`src/rtl/fmd_pkg.sv`:
```
package fmd_pkg;
    // smallest legal division length
    localparam int MOD_MIN = 2;
endpackage

```
`src/rtl/fmd_modulus_calc.sv`:
```
module fmd_modulus_calc #(
    parameter int BASE_W = 8,
    parameter int OFS_W  = 4,
    parameter int CNT_W  = BASE_W + 1
) (
    input  logic [BASE_W-1:0] base_n_i,
    input  logic [OFS_W-1:0]  offset_i,
    output logic [CNT_W-1:0]  mod_eff_o
);
    import fmd_pkg::*;

    localparam int SUM_W = CNT_W + 1;

    logic [SUM_W-1:0] sum_w;
    logic             too_small_w;

    always_comb begin
        sum_w       = {{(SUM_W-BASE_W){1'b0}}, base_n_i}
                    + {{(SUM_W-OFS_W){offset_i[OFS_W-1]}}, offset_i};
        too_small_w = sum_w[SUM_W-1] || (sum_w[CNT_W-1:0] < CNT_W'(MOD_MIN));
        mod_eff_o   = too_small_w ? CNT_W'(MOD_MIN) : sum_w[CNT_W-1:0];
    end
endmodule

```
`src/rtl/fmd_count_core.sv`:
```
module fmd_count_core #(
    parameter int CNT_W = 9
) (
    input  logic             clk_i,
    input  logic             rst_n_i,
    input  logic [CNT_W-1:0] mod_eff_i,
    output logic             tc_o,
    output logic [CNT_W-1:0] cnt_o
);
    typedef struct packed {
        logic             run;
        logic [CNT_W-1:0] cnt;
    } core_state_t;

    core_state_t st_d, st_q;
    logic        tc_w;

    always_comb begin
        st_d = st_q;
        tc_w = st_q.run && (st_q.cnt == '0);
        if (!st_q.run) begin
            st_d.run = 1'b1;
        end else if (tc_w) begin
            st_d.cnt = mod_eff_i - CNT_W'(1);
        end else begin
            st_d.cnt = st_q.cnt - CNT_W'(1);
        end
    end

    always_ff @(posedge clk_i or negedge rst_n_i) begin
        if (!rst_n_i) begin
            st_q <= '0;
        end else begin
            st_q <= st_d;
        end
    end

    assign tc_o  = tc_w;
    assign cnt_o = st_q.cnt;
endmodule

```
`src/rtl/fracn_modulus_divider.sv`:
```
module fracn_modulus_divider #(
    parameter int BASE_W = 8,
    parameter int OFS_W  = 4
) (
    input  logic              clk_i,
    input  logic              rst_n_i,
    input  logic [BASE_W-1:0] base_n_i,
    input  logic [OFS_W-1:0]  offset_i,
    output logic              div_pulse_o,
    output logic              sample_req_o
);
    localparam int CNT_W = BASE_W + 1;

    logic [CNT_W-1:0] mod_eff_w;
    logic [CNT_W-1:0] cnt_w;
    logic             tc_w;

    fmd_modulus_calc #(
        .BASE_W(BASE_W),
        .OFS_W (OFS_W),
        .CNT_W (CNT_W)
    ) u_calc (
        .base_n_i (base_n_i),
        .offset_i (offset_i),
        .mod_eff_o(mod_eff_w)
    );

    fmd_count_core #(
        .CNT_W(CNT_W)
    ) u_core (
        .clk_i    (clk_i),
        .rst_n_i  (rst_n_i),
        .mod_eff_i(mod_eff_w),
        .tc_o     (tc_w),
        .cnt_o    (cnt_w)
    );

    assign div_pulse_o  = tc_w;
    assign sample_req_o = tc_w;
endmodule

```
`config.mk`:
```
export PLATFORM = sky130hd
export DESIGN_NAME = fracn_modulus_divider
export DESIGN_NICKNAME = d
export VERILOG_FILES = /design/src/rtl/fmd_pkg.sv /design/src/rtl/fmd_modulus_calc.sv /design/src/rtl/fmd_count_core.sv /design/src/rtl/fracn_modulus_divider.sv
export SDC_FILE = /design/constraint.sdc
export NUM_CORES = 1
export LEC_CHECK = 0
export BUFFER_PORTS_ARGS = -buffer_cell sky130_fd_sc_hd__clkbuf_2
export CORE_MARGIN = 2
export CORE_UTILIZATION = 35
export CTS_CLUSTER_DIAMETER = 200
export DETAILED_ROUTE_END_ITERATION = 12
export GPL_TIMING_DRIVEN = 1
export PLACE_DENSITY = 0.57
export SYNTH_ARGS = -nofsm -noshare
export SYNTH_HDL_FRONTEND = slang
export SYNTH_SLANG_ARGS = --single-unit
```
`constraint.sdc`:
```
create_clock -name clk_i -period 3.5 [get_ports clk_i]
set_clock_uncertainty 0.1 [all_clocks]
set_input_delay 0.35 -clock clk_i [delete_from_list [all_inputs] [get_ports clk_i]]
set_output_delay 0.35 -clock clk_i [all_outputs]
set_load 0.01 [all_outputs]
```
==> metrics <==
CP Buf/Inv Count 2; Fin. Hold Viols 0; MaxCap Viol Count 0; Die W 61.8 µm; drt drc 0; DRT Wirelength 2.65 mm; vias 1089; worst rel slew slack 0.576; commonest cells after routing, fill and taps aside clkbuf_2 (15), a21oi_1 (11), nor2_1 (10), ha_1 (10), dfrtp_1 (10); First-pass DRT Iterations 4; Wirelength per Cell 13.0 µm; CP max stage cell fa_1; Design Area, Final 0.00139 mm²; combinational power share 0.494; grt total ovfl 0; crit path DAT 3300 ps; first-pass GRT wire length 4.54 mm; Post-Syn Instances 134; critical-path cell list clkbuf_2 -> ha_1 -> inv_1 -> fa_1 -> nand2b_1 -> a21oi_1 -> xnor2_1 -> nand4_1 -> and4bb_4 -> nor2_1 -> a21oi_1 -> ha_1 -> nand2_1 -> a21oi_4 -> nand3_2 -> a211o_1; Final ANT Viol Nets 0; CTS Buf Count 3; status finished, final reports clean; Yosys cell types 54; Leak Pwr 0.618 nW; Hold Slack 381 ps; EDFF count, synth 0; delay-heaviest family, CP simple AND/OR/NAND/NOR gates; peak supply drop 205 µV; Worst path depth 16; Setup crit end kind flip-flop; later-pin clock latency in the skew report 270 ps; Tot GR Track Use 0.156; Metal-1 WL 1.24 mm; CP required 3550 ps; register area share after synthesis 0.214; Die H 61.8 µm; CTS root buf clkbuf_4; CORE AREA 0.00328 mm²; worst-path maximum fanout 5; DR iter-0 viols 52; Tmin final 3250 ps; largest net degree at the start of global routing 12; GPL Wtd Cong 0.888; Power Density 467 mW/mm²; Max clock buf depth 2; internal power 0.377 mW; Post-Syn Area 0.00117 mm²; Post-DP HPWL 2.17 mm; ant diodes 0; post-CTS setup buffers 0; IO Pins 16; Design Power 0.648 mW; Net Switching 0.271 mW; Layout area overhead 18.5%; Tightest Pin Transition 635 ps; I/O Buffers 15; Max Transition Viols Final 0; async set or reset register ratio after synthesis 1.00; reg2reg start u_core.st_q[9]; HP Class primary input to asynchronous set/reset pin; endpoints failing setup 0; Core Util, Final 0.422; critical setup path kind primary input to flip-flop; startpoint types primary input; Seq pwr share 0.343; met2 wire length 1.30 mm; #FFs+latches synth 10; Clock power frac 0.163; num rows 21; syn avg cell area 8.74 µm²; DP Area 0.00133 mm²; Critical Path Max Stage Delay 390 ps; initial core utilization 0.357; clk sinks 10; antenna violations before repair 0; Final period util 0.927; setup tns final 0 ps; clock-pin slew on the worst setup and hold paths 70 ps; worst r2r path cells 11; synth warn 0; die area 0.00382 mm²; H-tree depth 1; worst setup path start base_n_i[0]; vias per inst 5.34; CTS tree done; Synth Flop Type dfrtp_1; Layout Nets 184; Sw Share 0.418; Post-Syn Nets 159; top sig layer met3; leading cell type in the layout, fill and taps excluded clkbuf_2; layout cells sized above 1 0.272; highest clock rate 308 MHz; vias in the first global route 1060; met3 routed WL 103 µm
-- power by group through the flow --
stage	clock, mW	combinational [mW]	sequential [mW]
finish	0.106	0.320	0.223
global route	0.117	0.358	0.232
CTS	0.110	0.319	0.222
detailed placement	0	0.316	0.224
global placement	0	0.310	0.222
floorplan	0	0.240	0.206
-- layer usage --
metal	global-route usage	up-vias
li1	-	552
met1	0.206	508
met2	0.268	29
met3	0.0435	0
met4	0.00912	0
met5	0	-
-- logic make-up after synthesis --
kind of cell	Yosys count	share of synthesized area
AO/OA/AOI/OAI	41	0.266
XOR/XNOR	10	0.0812
adder cells (fa/ha/maj)	11	0.124
buffers and inverters	10	0.0417
flip-flops	10	0.214
multiplexers	3	0.0299
other	1	0.00320
AND/OR/NAND/NOR	48	0.240
-- cells in the mapped netlist, drive strengths merged (3+ instances only) --
| cell type | n | area share |
|---|---|---|
| nand3 | 4 | 0.021 |
| o21ai | 6 | 0.029 |
| nand4 | 3 | 0.016 |
| nor2 | 10 | 0.032 |
| and3 | 3 | 0.017 |
| a21o | 4 | 0.027 |
| xnor2 | 5 | 0.044 |
| o31ai | 3 | 0.023 |
| nor3 | 4 | 0.021 |
| nand2b | 3 | 0.016 |
| xor2 | 5 | 0.037 |
| ha | 10 | 0.11 |
| nand2 | 9 | 0.031 |
| dfrtp | 10 | 0.21 |
| a21oi | 13 | 0.059 |
| inv | 8 | 0.026 |
-- cell type report --
type                            count  area, µm²
Sequential cell                    10        250
Tap cell                           46       57.6
Multi-Input combinational cell    114        883
Fill cell                         356       1900
Clock buffer                        4       36.3
Inverter                            8       30.0
Timing Repair Buffer               22        130
-- what timing repair did --
action,CTS,global route
setup endpoints to repair,0,2
hold endpoints to repair,10,0
hold buffers,1,0
gates resized for setup,0,2
-- flip-flops by register name, indices dropped and copies added (netlist names) --
signal,flops
u_core.cnt_o,9
u_core.st_q,1
-- worst reg2reg max path, delay by kind of cell, from the launching register on --
| family | cells | cell delay, ps |
|---|---|---|
| compound gates | 3 | 420 |
| simple gates | 7 | 1270 |
| fa+ha+maj | 1 | 230 |
| flops | 1 | 560 |
-- stage by stage --
step | worst slack (ps) | std cells
2_1_floorplan | 313 | 134
3_3_place_gp | -19.8 | 199
3_5_place_dp | -73.2 | 199
4_1_cts | 207 | 204
5_1_grt | -7.00 | 204
6_report | 254 | 204
-- path summary, 6_finish.rpt --
path / endpoint / slack (ps)
hold reg to reg: u_core.cnt_o[6] / 440
max in group asynchronous: u_core.cnt_o[8] / 2710
setup reg to reg: u_core.cnt_o[6] / 810
setup / recovery: u_core.cnt_o[6] / 250
hold / removal: u_core.cnt_o[4] / 380
min in group clk_i: u_core.cnt_o[6] / 440
Power figures use the tool's default switching activity.
